**config.mk**
```make
export PLATFORM = sky130hd
export DESIGN_NAME = strap_option_sampler
export DESIGN_NICKNAME = d
export VERILOG_FILES = /design/src/rtl/strap_pkg.sv /design/src/rtl/strap_sync.sv /design/src/rtl/strap_read_ctrl.sv /design/src/rtl/reset_pin_monitor.sv /design/src/rtl/strap_option_sampler.sv
export SDC_FILE = /design/constraint.sdc
export NUM_CORES = 1
export LEC_CHECK = 0
export BUFFER_PORTS_ARGS = -buffer_cell sky130_fd_sc_hd__buf_4
export CAP_MARGIN = 30
export CORE_ASPECT_RATIO = 1.5
export CORE_MARGIN = 2
export CORE_UTILIZATION = 60
export DETAILED_ROUTE_END_ITERATION = 10
export HOLD_SLACK_MARGIN = 0.06
export PLACE_DENSITY = 0.78
export SYNTH_ARGS = -nofsm -noshare
export SYNTH_HDL_FRONTEND = slang
export SYNTH_SLANG_ARGS = --single-unit
```
**constraint.sdc**
```tcl
create_clock -name clk -period 2.9 [get_ports clk]
set_clock_uncertainty 0.05 [all_clocks]
set_input_delay 0.145 -clock clk [delete_from_list [all_inputs] [get_ports clk]]
set_output_delay 0.145 -clock clk [all_outputs]
set_load 0.01 [all_outputs]
```
**src/rtl/strap_pkg.sv**
```systemverilog
package strap_pkg;

  typedef enum logic [1:0] {
    TMO_10S = 2'd0,
    TMO_60S = 2'd1,
    TMO_INF = 2'd2
  } tmo_e;

  typedef struct packed {
    logic slow;
    tmo_e tmo;
    logic toggle;
  } opts_t;

  // bit 2: speed strap, bit 1: timeout strap a, bit 0: timeout strap b
  typedef logic [2:0] raw_t;

  function automatic opts_t decode_straps(raw_t r);
    opts_t o;
    o.slow = r[2];
    unique case (r[1:0])
      2'b10, 2'b11: o.tmo = TMO_10S;
      2'b01:        o.tmo = TMO_60S;
      default:      o.tmo = TMO_INF;
    endcase
    o.toggle = r[1] & r[0];
    return o;
  endfunction

endpackage

```
**src/rtl/strap_sync.sv**
```systemverilog
module strap_sync #(
  parameter int W = 3,
  parameter logic RST_VAL = 1'b0
) (
  input  logic         clk,
  input  logic         rst,
  input  logic [W-1:0] d,
  output logic [W-1:0] q
);
  for (genvar i = 0; i < W; i++) begin : g_bit
    logic [1:0] stg;
    always_ff @(posedge clk) begin
      if (rst) stg <= {2{RST_VAL}};
      else     stg <= {stg[0], d[i]};
    end
    assign q[i] = stg[1];
  end
endmodule

```
**src/rtl/strap_read_ctrl.sv**
```systemverilog
module strap_read_ctrl
  import strap_pkg::*;
#(
  parameter int SAMPLES       = 25,
  parameter int SAMPLE_GAP_US = 10,
  parameter int REREAD_US     = 10_000_000
) (
  input  logic clk,
  input  logic rst,
  input  logic us_tick,
  input  logic any_detect,
  input  raw_t raw,
  output logic commit,
  output raw_t commit_val
);
  localparam int NW = (SAMPLES > 1) ? $clog2(SAMPLES) : 1;
  localparam int GW = (SAMPLE_GAP_US > 1) ? $clog2(SAMPLE_GAP_US) : 1;
  localparam int PW = (REREAD_US > 1) ? $clog2(REREAD_US) : 1;
  localparam logic [NW-1:0] N_LAST   = NW'(SAMPLES - 1);
  localparam logic [GW-1:0] GAP_LAST = GW'(SAMPLE_GAP_US - 1);
  localparam logic [PW-1:0] PER_LAST = PW'(REREAD_US - 1);

  typedef enum logic {ST_WAIT, ST_READ} st_e;

  st_e           st;
  logic [NW-1:0] n;
  logic [GW-1:0] gap;
  logic [PW-1:0] per;
  raw_t          ref_val;
  logic          take;

  assign take = (st == ST_READ) && us_tick && (gap == '0);

  always_ff @(posedge clk) begin
    if (rst) begin
      st         <= ST_READ;
      n          <= '0;
      gap        <= '0;
      per        <= '0;
      ref_val    <= '0;
      commit     <= 1'b0;
      commit_val <= '0;
    end else begin
      commit <= 1'b0;
      if (st == ST_READ) begin
        if (us_tick) gap <= (gap == GAP_LAST) ? '0 : gap + 1'b1;
        if (take) begin
          if (n != '0 && raw != ref_val) begin
            st  <= ST_WAIT;
            per <= '0;
          end else if (n == N_LAST) begin
            st         <= ST_WAIT;
            per        <= '0;
            commit     <= 1'b1;
            commit_val <= raw;
          end else begin
            if (n == '0) ref_val <= raw;
            n <= n + 1'b1;
          end
        end
      end else begin
        if (us_tick && per != PER_LAST) per <= per + 1'b1;
        if (per == PER_LAST && !any_detect) begin
          st  <= ST_READ;
          n   <= '0;
          gap <= '0;
        end
      end
    end
  end


  sample_cnt_chk: assert property (@(posedge clk) disable iff (rst)
    n <= N_LAST);


  detect_gate_chk: assert property (@(posedge clk) disable iff (rst)
    (st == ST_WAIT && any_detect) |=> st == ST_WAIT);

endmodule

```
**src/rtl/reset_pin_monitor.sv**
```systemverilog
module reset_pin_monitor #(
  parameter int MIN_LOW_US = 10
) (
  input  logic clk,
  input  logic rst,
  input  logic us_tick,
  input  logic rst_pin_n,
  output logic recal_all
);
  localparam int CW = $clog2(MIN_LOW_US + 1);
  localparam logic [CW-1:0] CNT_MAX = CW'(MIN_LOW_US);

  logic [2:0]    s;
  logic [CW-1:0] low_cnt;
  logic          pu_pend;
  logic          rise;

  assign rise = s[1] & ~s[2];

  always_ff @(posedge clk) begin
    if (rst) begin
      s         <= 3'b111;
      low_cnt   <= '0;
      pu_pend   <= 1'b1;
      recal_all <= 1'b0;
    end else begin
      s       <= {s[1:0], rst_pin_n};
      pu_pend <= 1'b0;
      if (s[1])                             low_cnt <= '0;
      else if (us_tick && low_cnt != CNT_MAX) low_cnt <= low_cnt + 1'b1;
      recal_all <= pu_pend | (rise & (low_cnt == CNT_MAX));
    end
  end


  recal_pulse_chk: assert property (@(posedge clk) disable iff (rst)
    recal_all |=> !recal_all);

endmodule

```
**src/rtl/strap_option_sampler.sv**
```systemverilog
module strap_option_sampler
  import strap_pkg::*;
#(
  parameter int SAMPLES       = 25,
  parameter int SAMPLE_GAP_US = 10,
  parameter int REREAD_US     = 10_000_000,
  parameter int MIN_LOW_US    = 10
) (
  input  logic       clk,
  input  logic       rst,
  input  logic       us_tick,
  input  logic       strap_speed,
  input  logic       strap_tmo_a,
  input  logic       strap_tmo_b,
  input  logic       rst_pin_n,
  input  logic       any_detect,
  output logic       speed_slow,
  output logic [1:0] tmo_sel,
  output logic       toggle_en,
  output logic       opts_valid,
  output logic       recal_all
);
  raw_t  raw;
  raw_t  commit_val;
  logic  commit;
  opts_t opts_q;

  strap_sync #(.W(3), .RST_VAL(1'b0)) u_sync (
    .clk (clk),
    .rst (rst),
    .d   ({strap_speed, strap_tmo_a, strap_tmo_b}),
    .q   (raw)
  );

  strap_read_ctrl #(
    .SAMPLES       (SAMPLES),
    .SAMPLE_GAP_US (SAMPLE_GAP_US),
    .REREAD_US     (REREAD_US)
  ) u_read (
    .clk        (clk),
    .rst        (rst),
    .us_tick    (us_tick),
    .any_detect (any_detect),
    .raw        (raw),
    .commit     (commit),
    .commit_val (commit_val)
  );

  reset_pin_monitor #(.MIN_LOW_US(MIN_LOW_US)) u_rpin (
    .clk       (clk),
    .rst       (rst),
    .us_tick   (us_tick),
    .rst_pin_n (rst_pin_n),
    .recal_all (recal_all)
  );

  always_ff @(posedge clk) begin
    if (rst) begin
      opts_q     <= '0;
      opts_valid <= 1'b0;
    end else if (commit) begin
      opts_q     <= decode_straps(commit_val);
      opts_valid <= 1'b1;
    end
  end

  assign speed_slow = opts_q.slow;
  assign tmo_sel    = opts_q.tmo;
  assign toggle_en  = opts_q.toggle;


  valid_sticky_chk: assert property (@(posedge clk) disable iff (rst)
    opts_valid |=> opts_valid);


  opts_hold_chk: assert property (@(posedge clk) disable iff (rst)
    !commit |=> $stable(opts_q));


  toggle_tmo_chk: assert property (@(posedge clk) disable iff (rst)
    toggle_en |-> tmo_sel == 2'd0);

endmodule

```
======== Word level (Yosys, flattened, before mapping) ========
Cells that the tools add are included.
word-level totals
  output and inout port bits .............. 6
  bits in registers ....................... 61
  logic and storage cells ................. 88
  input bits .............................. 8
cells by class
  multiplexer cells ....................... 22
  equality and inequality tests ........... 15
  add/sub/neg operators ................... 4
  bitwise gates (word level) .............. 9
  reduce and logical (&&, ||, !) cells .... 20
operators by type and width
  kind                   count
  $mux 24                5
  $mux 5                 5
  $add 24x1->24 const B  1
  $eq 24x24->1 const B   1
  $ne 24x24->1 const B   1
  $mux 4                 4
  $add 4x1->4 const B    2
  $eq 4x4->1 const B     2
  $ne 2x2->1 const B     4
  $reduce_and 4->1       2
  $mux 1                 7
  $logic_and 1x1->1      6
  $add 5x1->5 const B    1
  $eq 5x5->1 const B     1
  $logic_not 5->1        1
  $not 1->1              5
  $reduce_and 5->1       1
  $reduce_bool 5->1      1
  $eq 2x2->1 const B     2
  $logic_not 4->1        1
  $ne 4x4->1 const B     1
  $pmux 2 s2             1
  $reduce_bool 2->1      2
  $reduce_or 2->1        2
  9 further kinds        11

======== Logic depth before layout (Yosys ltp) ========
Gate-level depths: netlist (run 1).
  word-level depth ........................ 5
  depth in mapped cells ................... 8
  depth with buffers taken out ............ 7

======== By module ========
Synthesis (run 1) repeated with hierarchy kept, for this count alone.
second synthesis, totals
  cell total of the unflattened synthesis .. 342
  area, all modules ....................... 3123.0 sq um
modules (own cells, without submodules)
  module                cells each  sequential area each (sq um)  instances  area each (sq um)
  strap_read_ctrl       275         820.8                         1          2413.6
  reset_pin_monitor     33          180.2                         1          345.3
  strap_option_sampler  19          100.1                         1          183.9
  strap_sync            15          120.1                         1          180.2

======== Least setup slack after synthesis (run 1) ========
No wires, ideal clock.
  path kind ............................... flip-flop to flip-flop
  from .................................... register u_read.n[0]
  to ...................................... register u_read.per[5]
  arrival ................................. 1882 ps
  path buffers ............................ 1
  library setup time ...................... 119 ps
  path slack .............................. 850 ps
  cell stages (with the launch flop) ...... 9
  cell sequence ........................... dfxtp_1 > inv_1 > ha_1 > or3b_2 > o31ai_2 > a21o_1 > buf_2 > a21oi_1 > o221a_2
between the ends
  cells in the longest elaborated chain, start to end .. 5
ends and longest elaborated chain
  element                 RTL line               text
  start, declared         strap_read_ctrl.sv:26  logic [NW-1:0] n;
  start signal, assigned  strap_read_ctrl.sv:58  n <= n + 1'b1;
  $reduce_bool 5->1       strap_read_ctrl.sv:48  if (n != '0 && raw != ref_val) begin
  $logic_and 1x1->1       strap_read_ctrl.sv:48
  $mux 24                 strap_read_ctrl.sv:48
  $mux 24                 strap_read_ctrl.sv:47  if (take) begin
  $mux 24                 strap_read_ctrl.sv:45  if (st == ST_READ) begin
  end signal, assigned    strap_read_ctrl.sv:62  if (us_tick && per != PER_LAST) per <= per + 1'b1;
  end, declared           strap_read_ctrl.sv:28  logic [PW-1:0] per;
Several ways; a longest one is shown, not always the timed one. The select of a mux whose other input is x is not followed.
A chain may end at the register's enable or synchronous reset.

======== Worst setup path in the final report (run 1) ========
  from .................................... register u_read.per[0]
  to ...................................... register u_read.per[20]
between the ends
  cells in the longest elaborated chain, start to end .. 4
ends and longest elaborated chain
  element
  parallel branches: the longest is 4 deep, another holds $add 24x1->24
Parallel ways; which one is timed is not known. The select of a mux whose other input is x is not followed.

==> impl_metrics.csv, run 1 <==
group,metric,value,unit
min_path,holdPathStages,1,
min_path,holdCritStartpoint,"rst",
pwr,seqPwrFrac,0.488,
global_routing,gr-total-overflow,0,
synth,yosys.area.top_type,"dfxtp_1",
cells_and_area,final_cells,416,
critical_path,reg2reg_slack,0.53,ns
synth,avgSynthCellArea,8.99,um2
sta,fin_hold_ws,0.159,ns
cells_and_area,drive_above_1_share,0.160,
synth,synth_common_cells,"61 x dfxtp_1, 27 x nor2_1, 26 x a21oi_1, 23 x nand3_1, 19 x nand2_1",
detailed_routing,routed_via_density,6.26,
synth,synthArstFlopShare,0,
cells_and_area,diodes,0,
pwr,comb_power_share,0.081,
placed_design,dp_cells,397,
synth,synthFlopType,"dfxtp_1",
sta,finalSetupTns,0,ns
pwr,switchingPower,0.426,mW
sta,slew_headroom,0.509,
critical_path,r2r_cells,6,
sta,slew_violations,0,
clock_tree,cts_hold_buf,4,
synth,synthesis.nets,352,
synth,synth_edf_count,0,
synth,synth_area_leaders,"dfxtp_1 40%, a21oi_1 4.3%, nand3_1 3.8%",
clock_tree,numCtsBuffers,9,
die,die_h,90.9,um
die,core_area,4850,um2
pwr,p_int,1.35,mW
detailed_routing,vias,2603,
clock_tree,clk_pin_slew,0.07,ns
die,io_pins,14,
synth,yosys_warnings,0,
sta,min_period,2.37,ns
detailed_routing,wl,6.72,mm
detailed_routing,m1WireLength,2.72,mm
detailed_routing,ant_nets,0,
global_routing,grt_use_total,0.266,
cells_and_area,areaGrowthSynthToFinish,11.4,%
detailed_routing,first_iter_violations,153,
synth,synthCells,336,
synth,ys_seq_elements,61,
placed_design,place_hpwl,4.49,mm
clock_tree,root_buffer,"clkbuf_8",
global_routing,grt_first_pass_wirelength,11.3,mm
clock_tree,tritoncts,"yes",
critical_path,critPathMaxFanout,18,
synth,ys_seq_area_frac,0.404,
placed_design,numPortBuffers,13,
critical_path,rr_endpoint,"u_read.per[20]$_SDFFE_PP0P_",
die,initial_core_util,0.623,
clock_tree,ctsResizeCount,0,
critical_path,crit_arrival,2.57,ns
sta,finalHoldViolCount,0,
global_routing,grt_max_degree,56,
synth,synth_cell_types,58,
sta,rsz0062_at_grt,"no",
sta,worst_pin_slew,0.737,ns
clock_tree,cts_buffer_depth,2,
run_status,outcome,"finished clean",
detailed_routing,wl_met3,302,um
run,max-cap-violations,0,
placed_design,gp_congestion,0.827,
pwr,power.density,526,nW/um2
pwr,swShare,0.240,
detailed_routing,dr.pass1.iters,5,
detailed_routing,topRoutingLayerUsed,"met4",
min_path,min_to,"u_rpin.pu_pend$_DFF_P_",
cells_and_area,final_area,3370,um2
die,rows,31,
synth,yosysTopAreaCellShare,0.404,
cells_and_area,fin_nets,362,
min_path,min_path_type,"in -> reg",
cells_and_area,utilization,0.694,
clock_tree,cts.sinks,61,
die,die_x,61.9,um
sta,fmax,0.422,GHz
pwr,clkPwrFrac,0.430,
detailed_routing,wl_per_cell,16.2,um
sta,fin_crit_sh,0.817,
detailed_routing,drcViolationCount,0,
clock_tree,clock_latency,0.34,ns
critical_path,end_kind,"register",
die,fp.dieArea,5630,um2
clock_tree,htree_num_levels,3,
critical_path,worstSetupStartpoint,"u_read.per[0]$_SDFFE_PP0P_",
detailed_routing,route.met2.wl,3.55,mm
pwr,p_leak,1.16,nW
critical_path,rr_startpoint,"u_read.per[0]$_SDFFE_PP0P_",
global_routing,first_global_vias,2460,
critical_path,critical_path_class,"reg -> reg",
clock_tree,post_cts_buffers,0,
pwr,peakVddDrop,0.453,mV
critical_path,required,3.10,ns
sta,finalSetupViolations,0,
synth,synth.cell_area,3020,um2
global_routing,antenna_found_initial,0,
synth,yosysMostFrequentCell,"dfxtp_1",
critical_path,start_kind,"register",
placed_design,place_area,3130,um2
-- layout make-up --
cell class | instances | area [um2]
multi-input combinational | 244 | 1660
timing repair buffer | 21 | 168
inverter | 9 | 33.8
fill | 387 | 1480
sequential | 61 | 1220
tap | 66 | 82.6
clock buffer | 11 | 151
clock inverter | 4 | 47.5
-- registers in the layout (all words and copies together), names as in the netlist --
signal             flops
tmo_sel                2
u_read.st              1
u_read.n               5
u_rpin.low_cnt         4
u_read.commit_val      3
opts_valid             1
u_read.gap             4
u_rpin.s               3
u_rpin.recal_all       1
u_read.per            24
u_rpin.pu_pend         1
u_read.ref_val         3
u_sync.g_bit.stg       6
speed_slow             1
u_read.commit          1
toggle_en              1
-- worst max-delay path, stage by stage, from the launching register on --
cell and delay [ns]:
dfxtp_1 0.33, ha_1 0.27, and4_1 0.26, nand4_1 0.20
o31a_1 0.64, a41oi_1 0.24, a311oi_1 0.29
-- power groups by stage --
stage                     logic [mW]  registers (mW)  clock network, mW
after floorplan                0.104           0.881                  0
after global placement         0.135           0.883                  0
after detailed placement       0.138           0.884                  0
after CTS                      0.143           0.865              0.777
after global routing           0.160           0.867              0.812
final                          0.144           0.865              0.762
-- cells in the final DEF (no fill, tap or decap), types with 9 or more instances in the layout --
cell type  instances
clkbuf_8          11
nor2_1            27
nand3_1           23
a311oi_1          13
buf_4             17
nand2_1           19
mux2i_1            9
nand4_1            9
a21oi_1           26
dfxtp_1           61
inv_1              9
-- metal layers --
layer / up-vias / track usage
met5: - / 0
met4: 0 / 0.121
met3: 16 / 0.0673
met2: 86 / 0.438
met1: 1237 / 0.308
li1: 1264 / -
-- metrics by stage --
stage	power (mW)	worst slack (ns)
2_1_floorplan	0.986	0.850
3_3_place_gp	1.02	0.660
3_5_place_dp	1.02	0.566
4_1_cts	1.79	0.560
5_1_grt	1.84	0.306
6_report	1.77	0.532
-- cell families after synthesis --
group | Yosys count | synth area share
xor+xnor | 6 | 0.0174
flops | 61 | 0.404
simple gates | 141 | 0.272
mux | 9 | 0.0298
fa+ha+maj | 8 | 0.0331
compound gates | 80 | 0.198
buf+inv | 31 | 0.0460
-- worst max path at each step --
stage | depth (start not counted) | endpoint
2_1_floorplan | 8 | u_read.per[5]$_SDFFE_PP0P_
3_5_place_dp | 6 | u_read.per[20]$_SDFFE_PP0P_
4_1_cts | 6 | u_read.per[20]$_SDFFE_PP0P_
3_3_place_gp | 6 | u_read.per[20]$_SDFFE_PP0P_
5_1_grt | 6 | u_read.per[20]$_SDFFE_PP0P_
6_report | 6 | u_read.per[20]$_SDFFE_PP0P_
Power figures use the tool's default switching activity.
==> inputs of run 2 (changes only) <==
--- a/config.mk
+++ b/config.mk
@@ -9,10 +9,10 @@
 export CAP_MARGIN = 30
 export CORE_ASPECT_RATIO = 1.5
 export CORE_MARGIN = 2
-export CORE_UTILIZATION = 60
+export CORE_UTILIZATION = 55
 export DETAILED_ROUTE_END_ITERATION = 10
 export HOLD_SLACK_MARGIN = 0.06
-export PLACE_DENSITY = 0.78
+export PLACE_DENSITY = 0.75
 export SYNTH_ARGS = -nofsm -noshare
 export SYNTH_HDL_FRONTEND = slang
 export SYNTH_SLANG_ARGS = --single-unit
==> constraint.sdc (replaced) <==
create_clock -name clk -period 2.02 [get_ports clk]
set_clock_uncertainty 0.05 [all_clocks]
set_input_delay 0.101 -clock clk [delete_from_list [all_inputs] [get_ports clk]]
set_output_delay 0.101 -clock clk [all_outputs]
set_load 0.01 [all_outputs]
==> impl_metrics.csv, run 2 (synthesis results as in run 1) <==
group,metric,value,unit
run_status,outcome,"finished with violations",
run_status,violations,"negative setup slack",
sta,slew_headroom,0.602,
placed_design,numPortBuffers,13,
critical_path,critical_path_class,"reg -> reg",
run,max-cap-violations,0,
clock_tree,htree_num_levels,3,
critical_path,critPathMaxFanout,3,
sta,finalHoldViolCount,0,
cells_and_area,fin_nets,422,
cells_and_area,diodes,0,
die,fp.dieArea,6120,um2
sta,finalSetupTns,-0.249,ns
critical_path,crit_buf_inv,2,
placed_design,place_hpwl,4.91,mm
global_routing,antenna_found_initial,0,
cells_and_area,final_cells,480,
sta,worst_pin_slew,0.598,ns
sta,fin_hold_ws,0.123,ns
clock_tree,cts_buffer_depth,2,
cells_and_area,nFillCells,364,
sta,finalSetupViolations,10,
clock_tree,tritoncts,"yes",
global_routing,grt_max_degree,56,
die,rows,33,
pwr,power.total,2.78,mW
sta,min_period,2.08,ns
detailed_routing,ant_nets,0,
clock_tree,numCtsBuffers,9,
clock_tree,cts.sinks,61,
critical_path,crit_arrival,2.31,ns
sta,rsz0062_at_grt,"yes",
detailed_routing,vias,2882,
cells_and_area,seq_area,1230,um2
cells_and_area,top_register,"u_read.per",
die,initial_core_util,0.563,
global_routing,gr-total-overflow,0,
global_routing,grt_use_total,0.272,
cells_and_area,multi_input_area,1870,um2
sta,fmax,0.480,GHz
min_path,min_path_type,"in -> reg",
cells_and_area,utilization,0.762,
die,core_area,5370,um2
critical_path,critPathMaxStageDelay,0.42,ns
sta,setup_slack,-0.0627,ns
global_routing,grt_first_pass_wirelength,12.8,mm
detailed_routing,wl_per_cell,17.1,um
die,die_h,94.8,um
die,die_x,64.5,um
die,io_pins,14,
pwr,peakVddDrop,0.434,mV
cells_and_area,final_common_cell,"buf_4",
global_routing,first_global_vias,2782,
clock_tree,root_buffer,"clkbuf_8",
cells_and_area,top_regs,"u_read.per x24, u_sync.g_bit.stg x6, u_read.n x5",
detailed_routing,drcViolationCount,0,
cells_and_area,largest_reg_flops,24,
sta,slew_violations,0,
clock_tree,clock_latency,0.35,ns
critical_path,critPathSlowestCell,"or4_1",
detailed_routing,first_iter_violations,201,
pwr,p_leak,1.49,nW
placed_design,dp_cells,446,
sta,fin_crit_sh,1.03,
placed_design,gp_congestion,0.830,
clock_tree,clk_pin_slew,0.07,ns
cells_and_area,areaGrowthSynthToFinish,35.4,%
pwr,power.density,680,nW/um2
cells_and_area,final_cell_mix,"68 x buf_4, 54 x dfxtp_1, 27 x nor2_1",
critical_path,start_kind,"register",
critical_path,required,2.24,ns
critical_path,crit_chain,"inv_2, ha_4, and3b_2, o41ai_4, buf_4, nand3_4, or4_1, a31oi_1",
detailed_routing,routed_via_density,6.00,
cells_and_area,drive_above_1_share,0.373,
critical_path,end_kind,"register",
critical_path,cp_top_family,"simple AND/OR/NAND/NOR gates",
detailed_routing,dr.pass1.iters,4,
detailed_routing,wl,8.19,mm
==> run 2: repair_timing <==
action | CTS | global route
pin swaps | 8 | 10
gates resized for setup | 23 | 28
setup endpoints to repair | 28 | 28
hold buffers | 4 | 0
hold endpoints to repair | 4 | 0
gates cloned | 0 | 0
buffers inserted | 8 | 7
==> run 2: worst paths after layout <==
check | start | end | slack, ns | cells after the start
worst max-delay path | u_read.n[0]$_SDFFE_PP0P_ | u_read.n[4]$_SDFFE_PP0P_ | -0.06 | 8
worst min-delay path | us_tick | u_rpin.low_cnt[3]$_SDFFE_PP0P_ | 0.12 | 4
worst max register to register | u_read.n[0]$_SDFFE_PP0P_ | u_read.n[4]$_SDFFE_PP0P_ | -0.06 | 8
worst min register to register | u_rpin.s[0]$_SDFF_PP1_ | u_rpin.s[1]$_SDFF_PP1_ | 0.37 | 1
==> run 2: per-layer routing <==
metal | track usage | wire length [um] | up-vias
met5 | 0 | 0 | -
met4 | 0.151 | 284 | 0
met3 | 0.0453 | 281 | 24
met2 | 0.510 | 4500 | 76
met1 | 0.284 | 3120 | 1388
li1 | - | - | 1394
==> run 2: worst reg2reg max path: stages, from the launching register on <==
cell and delay [ns]:
dfxtp_2 0.34, inv_2 0.05, ha_4 0.16, and3b_2 0.23, o41ai_4 0.33, buf_4 0.19, nand3_4 0.07, or4_1 0.43
a31oi_1 0.18
==> run 2: per-stage QoR <==
stage	area [um2]	worst slack, ns
6_report	4090	-0.0627
5_1_grt	4090	-0.133
4_1_cts	3890	-0.0438
3_5_place_dp	3480	-0.146
3_3_place_gp	3480	-0.0570
2_1_floorplan	3050	-0.0142
==> run 2: cell type report <==
type | instances | area share
clock buffers | 9 | 0.0303
inverters | 9 | 0.00826
clock inverters | 6 | 0.0217
flip-flops and latches | 61 | 0.301
well taps | 70 | 0.0214
multi-input cells | 244 | 0.458
repair buffers | 81 | 0.159
==> run 2: power breakdown <==
| part | internal, mW | switching (mW) | total [mW] |
|---|---|---|---|
| combinational | 0.175 | 0.173 | 0.348 |
| sequential | 1.23 | 0.0159 | 1.24 |
| clock | 0.687 | 0.504 | 1.19 |
| total | 2.09 | 0.693 | 2.78 |
==> inputs of run 3 (changes only) <==
--- a/config.mk
+++ b/config.mk
@@ -12,7 +12,7 @@
 export CORE_UTILIZATION = 55
 export DETAILED_ROUTE_END_ITERATION = 10
 export HOLD_SLACK_MARGIN = 0.06
-export PLACE_DENSITY = 0.75
+export PLACE_DENSITY_LB_ADDON = 0.2
 export SYNTH_ARGS = -nofsm -noshare
 export SYNTH_HDL_FRONTEND = slang
 export SYNTH_SLANG_ARGS = --single-unit
==> impl_metrics.csv, run 3 (synthesis results as in run 1) <==
group,metric,value,unit
cells_and_area,top_register,"u_read.per",
clock_tree,tritoncts,"yes",
placed_design,place_hpwl,5.08,mm
cells_and_area,final_area,3980,um2
detailed_routing,dr.pass1.iters,6,
detailed_routing,drcViolationCount,0,
clock_tree,root_buffer,"clkbuf_8",
pwr,comb_power_share,0.126,
detailed_routing,wl_met3,305,um
critical_path,crit_arrival,2.25,ns
die,die_x,64.5,um
die,rows,33,
critical_path,critPathMaxFanout,3,
sta,rsz0062_at_grt,"yes",
cells_and_area,largest_reg_flops,24,
critical_path,reg2reg_slack,-0.002,ns
die,fp.dieArea,6120,um2
sta,finalSetupViolations,1,
detailed_routing,ant_nets,0,
sta,fmax,0.495,GHz
pwr,seqPwrFrac,0.485,
sta,finalHoldViolCount,0,
global_routing,grt_use_total,0.271,
die,core_area,5370,um2
pwr,p_int,1.89,mW
cells_and_area,nFillCells,417,
placed_design,gp_congestion,0.828,
pwr,clkPwrFrac,0.389,
global_routing,gr-total-overflow,0,
global_routing,grt_first_pass_wirelength,12.7,mm
die,io_pins,14,
global_routing,antenna_found_initial,0,
cells_and_area,diodes,0,
cells_and_area,top_regs,"u_read.per x24, u_sync.g_bit.stg x6, u_read.n x5",
critical_path,end_kind,"register",
detailed_routing,routed_via_density,6.03,
detailed_routing,vias,2866,
detailed_routing,first_iter_violations,200,
critical_path,critPathSlowestCell,"or4_1",
die,die_h,94.8,um
clock_tree,clock_latency,0.35,ns
critical_path,required,2.25,ns
sta,fin_crit_sh,1.00,
cells_and_area,fin_nets,416,
run,max-cap-violations,0,
pwr,switchingPower,0.667,mW
pwr,power.density,643,nW/um2
sta,slew_violations,0,
global_routing,first_global_vias,2736,
pwr,peakVddDrop,0.399,mV
placed_design,dpl_worst_slack,-0.151,ns
sta,setup_slack,-0.00160,ns
sta,slew_headroom,0.595,
die,initial_core_util,0.563,
min_path,min_path_type,"in -> reg",
clock_tree,htree_num_levels,3,
pwr,p_leak,1.45,nW
clock_tree,cts.sinks,61,
placed_design,place_area,3490,um2
detailed_routing,route.met2.wl,4.38,mm
cells_and_area,drive_above_1_share,0.356,
run_status,outcome,"finished with violations",
global_routing,grt_max_degree,56,
sta,worst_pin_slew,0.606,ns
detailed_routing,wl_per_cell,16.9,um
cells_and_area,final_common_cell,"buf_4",
cells_and_area,final_cell_mix,"64 x buf_4, 54 x dfxtp_1, 27 x nor2_1",
cells_and_area,areaGrowthSynthToFinish,31.7,%
pwr,swShare,0.261,
clock_tree,numCtsBuffers,9,
placed_design,numPortBuffers,13,
sta,min_period,2.02,ns
sta,finalSetupTns,-0.00160,ns
critical_path,start_kind,"register",
clock_tree,clk_pin_slew,0.07,ns
critical_path,crit_chain,"inv_2, ha_4, and3b_2, o41ai_4, buf_4, nand3_4, or4_1, a31oi_1",
run_status,violations,"negative setup slack",
detailed_routing,topRoutingLayerUsed,"met4",
critical_path,critical_path_class,"reg -> reg",
clock_tree,cts_buffer_depth,2,
critical_path,critPathMaxStageDelay,0.43,ns
detailed_routing,wl,8.05,mm
detailed_routing,m1WireLength,3.08,mm
==> run 3: critical path, delay by kind of cell, from the launching register on <==
kind / cells / cell delay (ns)
flops: 1 / 0.34
simple gates: 3 / 0.73
compound gates: 2 / 0.42
fa+ha+maj: 1 / 0.16
buf+inv: 2 / 0.24
==> run 3: cell type report <==
| class | count | area, um2 | area share |
|---|---|---|---|
| inverters | 9 | 33.8 | 0.00849 |
| repair buffers | 74 | 601 | 0.151 |
| well taps | 70 | 87.6 | 0.0220 |
| clock inverters | 3 | 20.0 | 0.00503 |
| flip-flops and latches | 61 | 1230 | 0.310 |
| multi-input cells | 245 | 1850 | 0.464 |
| clock buffers | 13 | 159 | 0.0399 |
==> run 3: per-stage QoR <==
stage | std cells | hold slack [ns] | power (mW) | util
floorplan | 336 | 0.0787 | 1.42 | -
global placement | 445 | 0.239 | 1.51 | 0.650
detailed placement | 445 | 0.244 | 1.52 | 0.650
CTS | 468 | 0.116 | 2.53 | 0.707
global route | 475 | 0.136 | 2.65 | 0.741
finish | 475 | 0.131 | 2.56 | 0.741
==> run 3: layer usage <==
metal  GRT usage  vias to the layer above
met5           0                        -
met4       0.137                        0
met3      0.0632                       27
met2       0.497                       68
met1       0.286                     1394
li1            -                     1377
==> run 3: timing repair <==
action	in CTS	in global routing
cloned	0	1
hold buffers	4	0
setup buffers	3	6
hold endpoints to repair	4	0
gates resized for setup	14	31
pin swaps	7	4
endpoints found under the setup margin	29	32
==> run 3: worst paths after layout <==
kind              cells after the start                      from                              to
hold reg to reg                       1    u_rpin.s[0]$_SDFF_PP1_          u_rpin.s[1]$_SDFF_PP1_
setup reg to reg                      8  u_read.n[1]$_SDFFE_PP0P_        u_read.n[4]$_SDFFE_PP0P_
setup / recovery                      8  u_read.n[1]$_SDFFE_PP0P_        u_read.n[4]$_SDFFE_PP0P_
hold / removal                        4                   us_tick  u_rpin.low_cnt[3]$_SDFFE_PP0P_
==> run 3: power groups by stage <==
stage	Combinational (mW)	Sequential (mW)	Clock, mW
6_report	0.323	1.24	0.995
5_1_grt	0.347	1.24	1.06
4_1_cts	0.281	1.24	1.01
3_5_place_dp	0.252	1.26	0
3_3_place_gp	0.244	1.26	0
2_1_floorplan	0.154	1.27	0
